[config.mk]
export PLATFORM = sky130hd
export DESIGN_NAME = magic_wake_detect
export DESIGN_NICKNAME = d
export VERILOG_FILES = /design/src/rtl/wake_pkg.sv /design/src/rtl/wake_matcher.sv /design/src/rtl/wake_ctrl.sv /design/src/rtl/magic_wake_detect.sv
export SDC_FILE = /design/constraint.sdc
export NUM_CORES = 1
export LEC_CHECK = 0
export ABC_AREA = 1
export BUFFER_PORTS_ARGS = -buffer_cell sky130_fd_sc_hd__buf_2
export CORE_MARGIN = 4
export CORE_UTILIZATION = 48
export DETAILED_ROUTE_END_ITERATION = 16
export PLACE_DENSITY = 0.78
export REMOVE_ABC_BUFFERS = 1
export SYNTH_ARGS = -nofsm -noshare
export SYNTH_HDL_FRONTEND = slang
export SYNTH_HIERARCHICAL = 1
export SYNTH_SLANG_ARGS = --single-unit
[constraint.sdc]
create_clock -name clk -period 1.7 [get_ports clk]
set_input_delay 0.255 -clock clk [delete_from_list [all_inputs] [get_ports clk]]
set_output_delay 0.255 -clock clk [all_outputs]
set_load 0.01 [all_outputs]
[src/rtl/wake_pkg.sv]
package wake_pkg;
  // strobes from the control half to the matcher datapath
  typedef struct packed {
    logic run;         // detector enabled: bytes are examined
    logic clearMatch;  // drop any match state this cycle
  } matchCtlT;
endpackage

[src/rtl/wake_matcher.sv]
module wake_matcher
  import wake_pkg::*;
#(
  parameter int ADDR_BYTES = 6,
  parameter int SYNC_LEN   = 6,
  parameter int COPIES     = 16
) (
  input  logic                    clk,
  input  logic                    rstN,
  input  matchCtlT                ctl,
  input  logic                    rxValid,
  input  logic [7:0]              rxData,
  input  logic                    rxSof,
  input  logic                    rxEof,
  input  logic                    addrPass,
  input  logic                    crcOk,
  input  logic [ADDR_BYTES*8-1:0] nodeAddr,
  output logic                    wakeHit
);
  localparam int TOTAL  = ADDR_BYTES * COPIES;
  localparam int PTR_W  = $clog2(TOTAL);
  localparam int SUB_W  = (ADDR_BYTES > 1) ? $clog2(ADDR_BYTES) : 1;
  localparam int SYNC_W = $clog2(SYNC_LEN + 1);

  logic [7:0] addrByte [ADDR_BYTES];

  // byte 0 is the first byte on the wire (most significant)
  for (genvar g = 0; g < ADDR_BYTES; g++) begin : gAddrBytes
    assign addrByte[g] = nodeAddr[(ADDR_BYTES-1-g)*8 +: 8];
  end

  logic [SYNC_W-1:0] syncCnt, syncNxt;
  logic [PTR_W-1:0]  addrPtr, ptrNxt;
  logic [SUB_W-1:0]  subIdx, subNxt;
  logic              inAddr, inAddrNxt;
  logic              found, foundNxt;
  logic              sofByte;
  logic              isFf;

  assign sofByte = rxValid & rxSof;
  assign isFf    = (rxData == 8'hFF);

  always_comb begin
    syncNxt   = sofByte ? '0 : syncCnt;
    inAddrNxt = sofByte ? 1'b0 : inAddr;
    ptrNxt    = sofByte ? '0 : addrPtr;
    subNxt    = sofByte ? '0 : subIdx;
    foundNxt  = sofByte ? 1'b0 : found;
    if (rxValid && ctl.run) begin
      if (inAddrNxt) begin
        if (rxData == addrByte[subNxt]) begin
          if (ptrNxt == PTR_W'(TOTAL - 1)) begin
            foundNxt  = 1'b1;
            inAddrNxt = 1'b0;
            syncNxt   = '0;
          end else begin
            ptrNxt = ptrNxt + 1'b1;
            subNxt = (subNxt == SUB_W'(ADDR_BYTES - 1)) ? '0 : subNxt + 1'b1;
          end
        end else begin
          inAddrNxt = 1'b0;
          syncNxt   = isFf ? SYNC_W'(1) : '0;
        end
      end else if (isFf) begin
        syncNxt = (syncNxt == SYNC_W'(SYNC_LEN)) ? syncNxt : syncNxt + 1'b1;
      end else if (syncNxt == SYNC_W'(SYNC_LEN) && rxData == addrByte[0]) begin
        inAddrNxt = 1'b1;
        ptrNxt    = PTR_W'(1);
        subNxt    = SUB_W'(1);
        syncNxt   = '0;
      end else begin
        syncNxt = '0;
      end
    end
  end

  always_ff @(posedge clk or negedge rstN) begin
    if (!rstN) begin
      syncCnt <= '0;
      addrPtr <= '0;
      subIdx  <= '0;
      inAddr  <= 1'b0;
      found   <= 1'b0;
    end else if (ctl.clearMatch) begin
      syncCnt <= '0;
      addrPtr <= '0;
      subIdx  <= '0;
      inAddr  <= 1'b0;
      found   <= 1'b0;
    end else begin
      syncCnt <= syncNxt;
      addrPtr <= ptrNxt;
      subIdx  <= subNxt;
      inAddr  <= inAddrNxt;
      found   <= foundNxt;
    end
  end

  assign wakeHit = rxEof & found & addrPass & crcOk & ctl.run;

  // a frame start leaves no match behind
  a_r10_sof_clears_found: assert property (@(posedge clk) disable iff (!rstN)
    (rxValid && rxSof) |=> !found);

  // the copy pointer stays inside the 96-byte window while comparing
  a_r1_ptr_in_window: assert property (@(posedge clk) disable iff (!rstN)
    inAddr |-> (addrPtr != '0 && addrPtr <= PTR_W'(TOTAL - 1)));

  // a wrong byte inside the copies ends the address phase
  a_r8_mismatch_restarts: assert property (@(posedge clk) disable iff (!rstN)
    (inAddr && rxValid && !rxSof && rxData != addrByte[subIdx]) |=> !inAddr);

  // no wake without both frame qualifiers
  a_r3_qualified_only: assert property (@(posedge clk) disable iff (!rstN)
    wakeHit |-> (addrPass && crcOk));
endmodule

[src/rtl/wake_ctrl.sv]
module wake_ctrl
  import wake_pkg::*;
(
  input  logic     clk,
  input  logic     rstN,
  input  logic     cfgWr,
  input  logic     cfgMagicEn,
  input  logic     cfgPmeEn,
  input  logic     statusClr,
  input  logic     d3ToD0,
  input  logic     wakeHit,
  output matchCtlT ctl,
  output logic     magicEn,
  output logic     pmeEn,
  output logic     pmeStatus
);
  always_ff @(posedge clk or negedge rstN) begin
    if (!rstN) begin
      magicEn <= 1'b0;
      pmeEn   <= 1'b0;
    end else begin
      if (cfgWr) begin
        magicEn <= cfgMagicEn;
        pmeEn   <= cfgPmeEn;
      end
      if (d3ToD0) magicEn <= 1'b0;  // power-up forces the detector off
    end
  end

  // set has priority over the write-one-to-clear pulse
  always_ff @(posedge clk or negedge rstN) begin
    if (!rstN)          pmeStatus <= 1'b0;
    else if (wakeHit)   pmeStatus <= 1'b1;
    else if (statusClr) pmeStatus <= 1'b0;
  end

  assign ctl.run        = magicEn;
  assign ctl.clearMatch = ~magicEn;

  // status is sticky
  a_r1_status_sticky: assert property (@(posedge clk) disable iff (!rstN)
    (pmeStatus && !statusClr) |=> pmeStatus);

  // a clear with no wake drops the status
  a_r7_clear_works: assert property (@(posedge clk) disable iff (!rstN)
    (statusClr && !wakeHit) |=> !pmeStatus);

  // a wake beats a simultaneous clear
  a_r7_set_wins: assert property (@(posedge clk) disable iff (!rstN)
    wakeHit |=> pmeStatus);

  // power-up transition disables the detector
  a_r5_d3_disables: assert property (@(posedge clk) disable iff (!rstN)
    d3ToD0 |=> !magicEn);

  // a wake needs the detector enabled
  a_r4_hit_needs_en: assert property (@(posedge clk) disable iff (!rstN)
    wakeHit |-> magicEn);
endmodule

[src/rtl/magic_wake_detect.sv]
module magic_wake_detect
  import wake_pkg::*;
#(
  parameter int ADDR_BYTES = 6,
  parameter int SYNC_LEN   = 6,
  parameter int COPIES     = 16
) (
  input  logic                    clk,
  input  logic                    rstN,
  input  logic                    rxValid,
  input  logic [7:0]              rxData,
  input  logic                    rxSof,
  input  logic                    rxEof,
  input  logic                    addrPass,
  input  logic                    crcOk,
  input  logic [ADDR_BYTES*8-1:0] nodeAddr,
  input  logic                    cfgWr,
  input  logic                    cfgMagicEn,
  input  logic                    cfgPmeEn,
  input  logic                    statusClr,
  input  logic                    d3ToD0,
  output logic                    magicEnOut,
  output logic                    pmeStatus,
  output logic                    pmeReqN
);
  matchCtlT ctl;
  logic     wakeHit;
  logic     pmeEn;

  wake_matcher #(
    .ADDR_BYTES(ADDR_BYTES), .SYNC_LEN(SYNC_LEN), .COPIES(COPIES)
  ) uMatch (
    .clk(clk), .rstN(rstN), .ctl(ctl),
    .rxValid(rxValid), .rxData(rxData), .rxSof(rxSof), .rxEof(rxEof),
    .addrPass(addrPass), .crcOk(crcOk), .nodeAddr(nodeAddr),
    .wakeHit(wakeHit)
  );

  wake_ctrl uCtrl (
    .clk(clk), .rstN(rstN),
    .cfgWr(cfgWr), .cfgMagicEn(cfgMagicEn), .cfgPmeEn(cfgPmeEn),
    .statusClr(statusClr), .d3ToD0(d3ToD0), .wakeHit(wakeHit),
    .ctl(ctl), .magicEn(magicEnOut), .pmeEn(pmeEn), .pmeStatus(pmeStatus)
  );

  assign pmeReqN = ~(pmeStatus & pmeEn);

  // the line is released whenever the event enable is off
  a_r6_release_when_disabled: assert property (@(posedge clk) disable iff (!rstN)
    (cfgWr && !cfgPmeEn) |=> pmeReqN);
endmodule

==> qor.csv, run 1 <==
metric,value,unit
slowest_stage,dfrtp_2,
num_rows,25,
core,4750,µm²
synth_cell_type_count,31,
synth_top_cell_area_share,18.9,%
root_buffer,clkbuf_8,
layout.nets,616,
ys_warn_count,6,
place.port_buffers,70,
clock_skew,0.0114,ns
timing.rr.start,uMatch/subIdx[0],
die_w,78.4,µm
path_max_fanout,8,
cp_slowest_stage_delay,0.47,ns
placedCellCount,598,
slew_violations,0,
timing.fmax,471,MHz
holdCritStartpoint,statusClr,
arrival,2.29,ns
die_h,78.4,µm
syn_area_per_cell,5.71,µm²
synth_area,2380,µm²
fin_area,3550,µm²
power_density,312,nW/µm²
yosys_register_bits,18,
antenna_found_initial,0,
synth.area.top_cells,"dfrtp_1 (19%), nand2_1 (19%), nand3_1 (15%)",
start_kind,register,
hold_viol,0,
dieArea,6150,µm²
violations,setup timing,
cap_violations,0,
placed_area,3190,µm²
cts_tree,yes,
fin_cells,610,
viasPerCell,5.36,
worst_pin_slew,0.418,ns
grt_max_degree,19,
drt-pass1-iter-count,5,
period_share,125,%
post-route-min-period,2.12,ns
finalWirelength,8.76,mm
path_cells,buf_8 > buf_12 > nand3_2 > nand3_2 > nand3_1 > nand2_1 > nand3_1 > nand2_1 > nand2_2 > nor2_4 > buf_4 > nand3_4 > inv_4 > o21ai_0 > a21oi_1,
hpwl,6.24,mm
htreeDepth,1,
hold_class,primary input to register,
rsz0062_at_grt,true,
critPathCaptureType,register,
clockBufferDepth,2,
worstPathRequired,1.87,ns
drive_above_1_share,35.7,%
cts_sinks,18,
setup_slack,-0.422,ns
outcome,"finished, violations left",
drtAntennaViolNets,0,
syn_inst,417,
relSlewSlack,72.1,%
num_vias,3272,
yosysSeqAreaShare,18.9,%
cts.clk_slew.worst_paths,0.06,ns
clkLatencyLatePin,0.26,ns
area_growth,49.1,%
start_util,50.1,%
grt_pass1_wl,14.0,mm
ios,71,
grtUsageTotal,27.7,%
wl_per_cell,14.4,µm
grt_pass1_vias,3032,
grt_overflow,0,
cp-startpoint,uMatch/subIdx[0],
leakage,2.00,nW
antenna_cells,0,
synth_top_area_cell,dfrtp_1,
gp_congestion,0.934,
finalSetupViolCount,15,
drc,0,
cts_buffers,3,
drt_iter0_markers,345,
ir_drop,0.410,mV
fill_cells,372,
path_class,register to register,
fin_tns_setup,-5.39,ns
Yosys cell counts:
cell type and instances:
nand2_1 118, or2_1 4, nor3_1 2, buf_4 5, o21bai_1 1, clkbuf_1 3
buf_6 6, inv_2 6, and3_1 1, dfrtp_1 18, nor2_2 2, nor2_1 23
o31ai_1 1, nand3_1 73, buf_2 2, xor2_1 9, or2_2 2, nand4_1 19
nand3_2 1, nor4_1 3, a21oi_1 16, inv_1 66, ha_1 3, o21ai_2 1
a31oi_1 1, xnor2_1 2, nand2_2 1, o21ai_1 3, o21ai_0 19, nand2_4 5
o211ai_1 1
worst max-delay path: cells and delay by family (launching register included):
family          cells  cell delay (ns)
compound gates      2             0.25
buf+inv             4             0.55
flops               1             0.47
simple gates        9             0.77
logic make-up (layout without fill, tap and decap cells):
logic type	count (synthesis)	in the layout	share of synthesized area [%]
adders and majority gates	3	3	1.58
and+or+nand+nor	254	256	49.2
xor gates and xnor gates	11	11	4.05
DFF	18	18	18.9
buffers and inverters	88	212	16.7
AOI/OAI and AO/OA	43	43	9.57
layer usage:
metal	share of wire [%]	up-vias	GRT usage [%]	routed length, µm
met5	0	-	0	0
met1	41	1461	37.8	3590
met2	48	202	47.9	4230
met3	9.8	18	4.82	861
li1	-	1591	-	-
met4	0.97	0	1.92	85
report_power, final:
group	internal [W]	leakage, nW	switching [W]
clock network	0.000158	0.0216	0.000150
registers	0.000434	0.245	0.00000455
logic	0.000164	1.74	0.000195
total	0.000756	2.00	0.000350
cell type report:
class | count | area, µm² | area share, %
tap | 67 | 83.8 | 2.36
multi-input combinational | 313 | 1730 | 48.7
clock buffer | 3 | 41.3 | 1.16
sequential | 18 | 453 | 12.8
inverter | 72 | 290 | 8.18
timing repair buffer | 137 | 951 | 26.8
metrics by stage:
stage               hold WS (ns)  total power, W  worst slack (ns)  util [%]
global route               0.178         0.00117            -0.518      74.6
CTS                        0.178         0.00109            -0.299      71.7
finish                     0.178         0.00111            -0.422      74.6
global placement           0.214        0.000752            -0.416      67.1
detailed placement         0.214        0.000758            -0.451      67.1
floorplan                -0.0406        0.000578            -0.499         -
path summary, 6_finish.rpt:
check / end / slack (ns) / cells past startpoint
max: uMatch/subIdx[1] / -0.42 / 15
min: uCtrl/pmeStatus / 0.18 / 2
max reg2reg: uMatch/subIdx[1] / -0.42 / 15
min reg2reg: uCtrl/pmeEn / 0.53 / 2
max in group asynchronous: uMatch/subIdx[1] / 0.91 / 2
min in group asynchronous: uMatch/addrPtr[2] / 0.45 / 2
state kept, by name, indices dropped and copies added (netlist names):
register         count
uCtrl/pmeStatus      1
uMatch/found         1
uMatch/inAddr        1
uCtrl/magicEn        1
uCtrl/pmeEn          1
uMatch/syncCnt       3
uMatch/subIdx        3
uMatch/addrPtr       7
cell usage in the layout, fill, tap and decap left out, types with 7 or more instances in the layout:
master,n
a21oi_1,7
a21oi_2,9
buf_2,71
buf_4,55
dfrtp_1,16
inv_1,64
nand2_1,109
nand2_2,10
nand3_1,60
nand3_2,12
nand4_1,19
nor2_1,23
o21ai_0,18
xor2_1,9
repair_timing:
item | CTS | global route
hold buffers | 1 | 0
hold endpoints to repair | 18 | 0
setup endpoints to repair | 15 | 15
resized for setup | 28 | 30
pin swaps | 27 | 26
buffers inserted | 3 | 2
cloned | 3 | 0
Power figures use the tool's default switching activity.
==> run 2, diff against run 1 <==
- PLACE_DENSITY: 0.78 -> 0.79
- RECOVER_POWER: default -> 25
==> run 2 against run 1 <==
Compared with the run above:
- the run still ends with setup timing left
- hold slack lost 0.017 ns
- clock-buffer cell count rose by 1
- fmax up 3.0%
- sequential share of layout area is 0.62 points higher
- sequential cell count did not move
- register-to-register slack improved by 0.06 ns
- first-iteration DRC count grew 23%
- via count up 0.86%
- critical endpoint is now uMatch/addrPtr[5]
- highest routed layer unchanged
==> qor.csv, run 2 (same netlist as run 1, synthesis figures left out) <==
metric,value,unit
path_class,register to register,
final_util,71.0,%
timing.rr.start,uMatch/subIdx[0],
relSlewSlack,32.4,%
layout_commonest_cell,nand2_1,
fill_cells,394,
num_vias,3300,
grt_max_degree,19,
final_cell_mix,"nand2_1 (111), buf_2 (69), nand3_1 (66), inv_1 (64), buf_4 (48)",
layout.nets,605,
hold_path_end,uCtrl/pmeStatus,
path_max_fanout,12,
placedCellCount,588,
hold_class,primary input to register,
timing.fmax,485,MHz
worstPathRequired,1.84,ns
violations,setup timing,
power_density,337,nW/µm²
place.port_buffers,70,
fin_cells,600,
start_kind,register,
finalPower,0.00114,W
clockBufferDepth,2,
grt_pass1_wl,14.2,mm
setup_slack,-0.361,ns
max_flop_register,uMatch/addrPtr,
hold_viol,0,
drtAntennaViolNets,0,
rrSetupSlack,-0.36,ns
antenna_found_initial,0,
start_util,50.1,%
cts_sinks,18,
drive_above_1_share,32.6,%
wl_per_cell,14.2,µm
worst_pin_slew,1.01,ns
grt_pass1_vias,3083,
gp_congestion,1.02,
core,4750,µm²
cap_violations,0,
cts_buffers,3,
arrival,2.20,ns
period_share,121,%
antenna_cells,0,
drt_iter0_markers,423,
rsz0062_at_grt,true,
grt_overflow,0,
largest_registers,"uMatch/addrPtr: 7 flops, uMatch/subIdx: 3 flops, uMatch/syncCnt: 3 flops",
num_rows,25,
drt-pass1-iter-count,6,
clkLatencyLatePin,0.26,ns
fin_tns_setup,-4.60,ns
post-route-min-period,2.06,ns
critPathCaptureType,register,
post-place-ws,-0.531,ns
min_path_cells,2,
cts.clk_slew.worst_paths,0.08,ns
largest_reg_flops,7,
dieArea,6150,µm²
ios,71,
drc,0,
area_growth,41.8,%
grtUsageTotal,28.3,%
leakage,1.93,nW
die_w,78.4,µm
finalWirelength,8.52,mm
rr_worst_depth,14,
holdCritStartpoint,statusClr,
root_buffer,clkbuf_8,
clock_skew,0.00628,ns
hpwl,5.99,mm
slew_violations,0,
timing.rr.end,uMatch/addrPtr[5],
outcome,"finished, violations left",
cts_tree,yes,
htreeDepth,1,
die_h,78.4,µm
viasPerCell,5.50,
ir_drop,0.343,mV
finalSetupViolCount,15,
-- run 2: changes by cell type in the layout (fill, tap and decap cells not counted), moves of 3 or more --
| cell | change |
|---|---|
| a21oi_1 | +3 |
| buf_6 | +3 |
| a21oi_2 | -3 |
| nand3_2 | -6 |
| buf_12 | -3 |
| buf_4 | -7 |
| nand3_1 | +6 |
-- run 2: worst max path at each step --
stage	to	slack (ns)	cells past startpoint	from
after floorplan	uMatch/subIdx[0]	-0.50	12	uMatch/subIdx[0]
after global placement	uMatch/subIdx[1]	-0.44	17	rxSof
after detailed placement	uMatch/subIdx[1]	-0.53	17	rxSof
after CTS	uMatch/addrPtr[5]	-0.32	16	uMatch/subIdx[0]
after global routing	uMatch/subIdx[2]	-0.47	14	uMatch/subIdx[0]
final	uMatch/addrPtr[5]	-0.36	14	uMatch/subIdx[0]
-- run 2: report_power, final --
group / internal [W] / switching (W) / leakage [nW] / total, W
Combinational: 0.000151 / 0.000184 / 1.65 / 0.000335
Sequential: 0.000434 / 0.00000441 / 0.247 / 0.000438
Clock: 0.000206 / 0.000159 / 0.0288 / 0.000365
Total: 0.000791 / 0.000347 / 1.93 / 0.00114
-- run 2: worst max-delay path, stage by stage (launching register included) --
cell and delay, ns:
dfrtp_2 0.44, nand2_4 0.16, inv_2 0.11, nor2_1 0.10
nor2_1 0.05, o21ai_1 0.11, nand3_1 0.10, nand2_1 0.09
nand2_1 0.09, nor2_4 0.19, buf_6 0.16, buf_4 0.11
o211ai_1 0.08, nand3_1 0.09, a21oi_2 0.06
-- run 2: routing by layer --
| metal | share of wire (%) | wire, µm | GRT usage (%) |
|---|---|---|---|
| met1 | 40 | 3390 | 37.8 |
| met2 | 47 | 3990 | 47.2 |
| met3 | 12 | 1030 | 4.47 |
| met4 | 1.4 | 119 | 8.39 |
| met5 | 0 | 0 | 0 |
-- run 2: area by class of cell --
cell class	count	area [µm²]	share of cell area (%)
Multi-Input combinational cell	312	1670	49.5
Tap cell	67	83.8	2.48
Sequential cell	18	452	13.4
Clock buffer	4	55.1	1.63
Timing Repair Buffer	127	836	24.8
Inverter	72	278	8.23
-- run 2: through the flow --
step	hold WS (ns)	cell area, µm²
2_1_floorplan	-0.0406	2250
4_1_cts	0.160	3330
3_5_place_dp	0.219	3100
6_report	0.161	3370
5_1_grt	0.159	3370
3_3_place_gp	0.213	3100
-- run 2: what timing repair did --
action | in CTS | in global routing
setup endpoints to repair | 15 | 15
pin swaps | 13 | 4
hold buffers | 1 | 0
endpoints found under the hold margin | 18 | 0
buffers inserted | 3 | 2
resized for setup | 34 | 9
gates cloned | 2 | 0
